**src/rtl/map_cmd_decoder.sv**
```systemverilog
module map_cmd_decoder #(
  parameter int ADDR_W = 32
) (
  input  logic              clk,
  input  logic              rst_n,
  input  logic              start_valid,
  input  logic [7:0]        start_opcode,
  input  logic [ADDR_W-1:0] start_addr,
  input  logic [63:0]       start_dw0,
  output logic              busy,
  output logic              rd_req_valid,
  output logic [ADDR_W-1:0] rd_req_addr,
  input  logic              rd_rsp_valid,
  input  logic [63:0]       rd_rsp_data,
  input  logic              rd_rsp_err,
  input  logic [31:0]       max_dev_id,
  input  logic [4:0]        id_bits_limit,
  input  logic [15:0]       max_coll_id,
  input  logic [15:0]       proc_count,
  output logic              done,
  output logic              fail,
  output logic              upd_valid,
  output logic              upd_is_dev,
  output logic [31:0]       upd_index,
  output logic              upd_live,
  output logic [4:0]        upd_size,
  output logic [43:0]       upd_taddr,
  output logic [15:0]       upd_target
);

  localparam logic [7:0] OP_DEV  = 8'h08;
  localparam logic [7:0] OP_COLL = 8'h09;
  localparam logic [ADDR_W-1:0] OFS1 = ADDR_W'(8);
  localparam logic [ADDR_W-1:0] OFS2 = ADDR_W'(16);

  typedef enum logic [2:0] {S_IDLE, S_REQ1, S_WAIT1, S_REQ2, S_WAIT2} st_t;

  st_t               st;
  logic [ADDR_W-1:0] base_q;
  logic              is_dev_q;
  logic [31:0]       dev_q;
  logic [4:0]        size_q;

  logic [15:0] coll_w;
  logic [15:0] tgt_w;
  logic [43:0] taddr_w;
  logic        live_w;
  logic        drop_w;
  logic        unused_bits;

  assign busy         = (st != S_IDLE);
  assign rd_req_valid = (st == S_REQ1) || (st == S_REQ2);
  assign rd_req_addr  = base_q + ((st == S_REQ1) ? OFS1 : OFS2);

  assign coll_w  = rd_rsp_data[15:0];
  assign tgt_w   = rd_rsp_data[31:16];
  assign taddr_w = rd_rsp_data[51:8];
  assign live_w  = rd_rsp_data[63];
  assign drop_w  = is_dev_q ? ((dev_q > max_dev_id) || (size_q > id_bits_limit))
                            : ((coll_w > max_coll_id) || (tgt_w > proc_count));
  assign unused_bits = ^{rd_rsp_data[62:52], start_dw0[31:0]};

  always_ff @(posedge clk or negedge rst_n) begin
    if (!rst_n) begin
      st         <= S_IDLE;
      base_q     <= '0;
      is_dev_q   <= 1'b0;
      dev_q      <= '0;
      size_q     <= '0;
      done       <= 1'b0;
      fail       <= 1'b0;
      upd_valid  <= 1'b0;
      upd_is_dev <= 1'b0;
      upd_index  <= '0;
      upd_live   <= 1'b0;
      upd_size   <= '0;
      upd_taddr  <= '0;
      upd_target <= '0;
    end else begin
      done      <= 1'b0;
      fail      <= 1'b0;
      upd_valid <= 1'b0;
      unique case (st)
        S_IDLE: if (start_valid) begin
          base_q   <= start_addr;
          dev_q    <= start_dw0[63:32];
          is_dev_q <= (start_opcode == OP_DEV);
          if (start_opcode == OP_DEV)       st   <= S_REQ1;
          else if (start_opcode == OP_COLL) st   <= S_REQ2;
          else                              done <= 1'b1;
        end
        S_REQ1: st <= S_WAIT1;
        S_REQ2: st <= S_WAIT2;
        S_WAIT1: if (rd_rsp_valid) begin
          if (rd_rsp_err) begin
            st   <= S_IDLE;
            done <= 1'b1;
            fail <= 1'b1;
          end else begin
            size_q <= rd_rsp_data[4:0];
            st     <= S_REQ2;
          end
        end
        S_WAIT2: if (rd_rsp_valid) begin
          st   <= S_IDLE;
          done <= 1'b1;
          if (rd_rsp_err) begin
            fail <= 1'b1;
          end else if (!drop_w) begin
            upd_valid  <= 1'b1;
            upd_is_dev <= is_dev_q;
            upd_index  <= is_dev_q ? dev_q : {16'b0, coll_w};
            upd_live   <= live_w;
            upd_size   <= is_dev_q ? size_q : 5'd0;
            upd_taddr  <= is_dev_q ? taddr_w : 44'd0;
            upd_target <= is_dev_q ? 16'd0 : tgt_w;
          end
        end
        default: st <= S_IDLE;
      endcase
    end
  end

endmodule

```
**config.mk**
```make
export PLATFORM = sky130hd
export DESIGN_NAME = map_cmd_decoder
export DESIGN_NICKNAME = d
export VERILOG_FILES = /design/src/rtl/map_cmd_decoder.sv
export SDC_FILE = /design/constraint.sdc
export NUM_CORES = 1
export LEC_CHECK = 0
export BUFFER_PORTS_ARGS = -buffer_cell sky130_fd_sc_hd__buf_2
export CORE_MARGIN = 5
export CORE_UTILIZATION = 45
export CTS_CLUSTER_DIAMETER = 50
export DETAILED_ROUTE_END_ITERATION = 10
export GPL_ROUTABILITY_DRIVEN = 0
export GPL_TIMING_DRIVEN = 0
export HOLD_SLACK_MARGIN = 0.06
export PLACE_DENSITY = 0.87
export SYNTH_ARGS = -nofsm -noshare
export SYNTH_HDL_FRONTEND = slang
export SYNTH_SLANG_ARGS = --single-unit
export TNS_END_PERCENT = 10
```
**constraint.sdc**
```tcl
create_clock -name clk -period 2.8 [get_ports clk]
set_clock_uncertainty 0.1 [all_clocks]
set_input_delay 0.14 -clock clk [delete_from_list [all_inputs] [get_ports clk]]
set_output_delay 0.14 -clock clk [all_outputs]
set_load 0.01 [all_outputs]
```
After elaboration in Yosys (flattened, before gate mapping)
Index checks and enable logic that the tools add are counted.
Widths: inputs -> output; s select.
{ "classes": {"addsub": 1, "n_mul": 0, "div_mod_pow": 0, "n_lt_le_gt_ge": 4, "n_eq_ne": 10, "shift": 0, "muxes": 25, "n_bitwise": 2, "n_reduce_logical": 10} }
{ "ops": {"columns": ["op", "count"], "rows": [
  ["$mux 44", 1],
  ["$add 32x5->32", 1],
  ["$gt 16x16->1", 2],
  ["$gt 32x32->1", 1],
  ["$mux 32", 1],
  ["$eq 8x4->1 const B", 2],
  ["$mux 16", 1],
  ["$mux 3", 5],
  ["$pmux 3 s5", 1],
  ["$mux 1", 12],
  ["$mux 5", 2],
  ["$reduce_and 4->1", 2],
  ["$eq 3x2->1 const B", 2],
  ["$ne 2x2->1 const B", 3],
  ["$gt 5x5->1", 1],
  ["$eq 3x1->1 const B", 1],
  ["$eq 3x3->1 const B", 1],
  ["$logic_not 3->1", 1],
  ["$logic_or 1x1->1", 3],
  ["$ne 3x3->1 const B", 1],
  ["$pmux 1 s3", 1],
  ["$reduce_and 3->1", 1],
  ["$reduce_bool 3->1", 1],
  ["$mux 2", 1],
  ["other kinds (3)", 4]
]} }
{ "word_totals": {"register_bits": 175, "latchBits": 0, "ram_bits": 0, "romBits": 0, "input_bits": 242, "wordCells": 66, "n_memories": 0} }

Longest topological paths before layout
{ "logic_depth": {"depth_word": 7, "mapped_depth": 12} }

Worst setup path after synthesis
Ideal clock, no wire load.
{ "synth_path": {"kind": "reg2out", "start": "register st[2]", "end": "output port rd_req_addr[31]", "arrival_ns": 2.529, "slack_ns": 0.031, "path_stages_with_launch": 13, "n_path_buf": 1, "cell_sequence": "dfrtp_1 -> clkbuf_1 -> nor2b_1 -> nand2b_1 -> inv_1 -> ha_1 -> fa_1 -> nand4_1 -> nor3_1 -> nand4_1 -> nor2_1 -> nand3_1 -> xnor2_1"} }
{ "synth_between": {"elab_chain_cells": 3} }
{ "synth_rtl": {"columns": ["item", "line_no", "rtl"], "rows": [
  ["from (decl)", "38", "st_t st;"],
  ["from (signal assigned)", "65", "st <= S_IDLE;"],
  ["from (signal assigned)", "88", "if (start_opcode == OP_DEV) st <= S_REQ1;"],
  ["from (signal assigned)", "89", "else if (start_opcode == OP_COLL) st <= S_REQ2;"],
  ["$eq 3x1->1", "53", "assign rd_req_addr = base_q + ((st == S_REQ1) ? OFS1 : OFS2);"],
  ["$mux 5", "53", null],
  ["$add 32x5->32", "53", null],
  ["to (decl)", "12", "output logic [ADDR_W-1:0] rd_req_addr,"]
]} }
No other way between the ends.

Worst setup path in the final report
{ "layout_path": {"start": "register st[2]", "end": "output port rd_req_addr[24]"} }
The elaborated chain is that of the path after synthesis.

==> qor.yml <==
cap_violations: 0
yosysTopAreaCell: "dfrtp_1"
synth_flop_cell: "dfrtp_1"
dp_hpwl_um: 22730
power_mw: 8.463
synth_edf_count: 0
postSynthAreaPerCell_sq_um: 9.342
fin_crit_ns: 3.041
crit_arrival_ns: 2.80
vias: 9601
ios: 378
track_usage_pct: 27.23
hold_class: "in -> reg"
ys_types: 48
die_area_sq_um: 24140
clk_latency_ns: 0.42
overflow: 0
ys_ff_latch: 175
dpl_worst_slack_ns: -0.3880
ys_top_cells_by_area: "dfrtp_1, nand2_1, ha_1, mux2i_1, inv_1"
final_cell_area_sq_um: 14170
dp.cells: 1628
nets: 1838
holdWs_ns: 0.06884
viasPerCell: 5.296
drt-wirelength-per-cell_um: 19.03
grt_max_degree: 99
fin_setup_tns_ns: -2.100
powerDensity_nw_per_um2: 597.3
cp-end-kind: "output pin"
cts.path.max_buffers: 2
yosys_warnings: 0
final_max_slew_viol_count: 0
drive_gt1_share_pct: 32.47
port_buffers: 334
violations: "setup timing"
layout_commonest_cell: "buf_2"
cts_sinks: 175
antenna_found_initial: 2
crit_fanout: 3
dpl-instance-area_sq_um: 11560
drt-initial-drc-count: 528
final_util_pct: 67.83
drtPass1Iterations: 5
die_h_um: 155.4
final_cell_mix: "buf_2, nand2_1, dfrtp_1, inv_1, dlygate4sd3_1"
grt_pass1_vias: 10140
cts-root-buf: "clkbuf_16"
syn-num-nets: 1332
numCtsBuffers: 17
stdcell_count: 1813
cts_tree: "done"
die_x_um: 155.4
worstPathRequired_ns: 2.56
area_growth_pct: 48.99
cts.clk_slew.worst_paths_ns: 0.07
synth_top_area_share_pct: 46.05
drc: 0
setup_slack_ns: -0.2407
cts_max_level: 4
peakVddDrop_mv: 0.3881
cp-start-kind: "flop"
drtAntennaViolNets: 0
core_sq_um: 20890
rsz0062_at_grt: "yes"
ys_seq_area_share_pct: 46.05
status: "complete, but fails checks"
drt_wl_total_um: 34510
syn_area_sq_um: 9510
synth-async-reset-ratio_pct: 100.0
p_leak_nw: 8.014
slew_headroom_pct: 58.25
syn-instance-count: 1018
hold_violations: 0
initial_utilization_pct: 45.53
worst_pin_slew_ns: 0.6262
setup_viol: 47
worstSetupPathType: "reg -> out"
grt_pass1_wl_um: 52050
fmax_ghz: 0.3289
num_rows: 53
fin_crit_sh_pct: 108.6
report_power, final:
group          switching, mW  total (mW)  internal [mW]
logic                   1.36        2.51           1.15
clock network           1.14        2.53           1.39
registers              0.456        3.43           2.97
total                   2.95        8.46           5.51
kinds of logic (layout without fill, tap and decap cells):
family | Yosys count | after routing | share of synthesized area [%]
flip-flops | 175 | 175 | 46.05
XOR/XNOR | 28 | 28 | 2.579
AND/OR/NAND/NOR | 369 | 369 | 16.25
other | 0 | 1 | 0
AO/OA/AOI/OAI | 88 | 88 | 6.170
buffers and inverters | 185 | 704 | 8.301
adder cells (fa/ha/maj) | 72 | 72 | 9.551
multiplexers | 101 | 101 | 11.10
path summary, 6_finish.rpt:
check	startpoint	endpoint	slack [ns]	cells past startpoint
max	st[2]$_DFFE_PN0P_	rd_req_addr[24]	-0.24	11
min	start_valid	st[1]$_DFFE_PN0P_	0.07	5
max reg2reg	dev_q[4]$_DFFE_PN0P_	upd_index[10]$_DFFE_PN0P_	-0.07	11
min reg2reg	base_q[2]$_DFFE_PN0P_	base_q[2]$_DFFE_PN0P_	0.39	2
max in group asynchronous	rst_n	upd_index[10]$_DFFE_PN0P_	1.51	3
min in group asynchronous	rst_n	upd_taddr[39]$_DFFE_PN0P_	0.18	2
Yosys cell counts (all sizes together) (2+ instances only):
master	n
dfrtp	175
clkbuf	26
buf	16
a21o	5
xnor2	23
o31ai	3
nand2b	5
nor4	2
nor2b	4
inv	143
or4	2
a211oi	2
and4	4
o21a	4
nor2	15
and3	5
nor3	9
mux2	36
and2	2
a21oi	33
o211ai	3
a22o	16
o22ai	2
mux2i	65
nand4	20
nand2	285
nand3	14
ha	71
o21ai	10
a31oi	3
xor2	5
state kept, by name, summed over array words and instances (netlist names):
signal      cells
upd_size        5
upd_is_dev      1
upd_taddr      44
done            1
is_dev_q        1
upd_valid       1
base_q         32
st              3
upd_index      32
fail            1
size_q          5
upd_target     16
upd_live        1
dev_q          32
timing repair:
action                                  in CTS  in global routing
cloned                                       2                  1
setup buffers                               22                 10
hold buffers                               122                  0
resized for setup                           41                 57
pin swaps                                   19                 10
endpoints found under the setup margin     123                119
endpoints found under the hold margin      227                  0
critical path: stages (launching register included):
cell and delay [ns]:
dfrtp_2 0.43, nor2b_4 0.15, nand2b_4 0.09, ha_4 0.27
a21o_1 0.13, nand4_1 0.19, nor3_2 0.27, buf_4 0.16
and4_1 0.20, nand3_1 0.14, xnor2_2 0.19, buf_2 0.17
area by class of cell:
class                   instances  area [sq um]
well taps                     275         344.1
multi-input cells             658          4690
fillers                      1447          6719
flip-flops and latches        175          4383
clock inverters                14         182.7
diodes                          1         2.502
repair buffers                490          3272
inverters                     143         536.8
plain buffers                  39         320.3
clock buffers                  18         439.2
per-layer routing:
| layer | share of wire, % | global-route usage, % | vias to the layer above |
|---|---|---|---|
| met5 | 0.020 | 0 | - |
| li1 | - | - | 4321 |
| met1 | 38 | 31.06 | 4653 |
| met2 | 50 | 48.00 | 499 |
| met4 | 4.6 | 13.30 | 2 |
| met3 | 7.4 | 6.231 | 126 |
No activity file was read; power rests on OpenSTA's default activity.
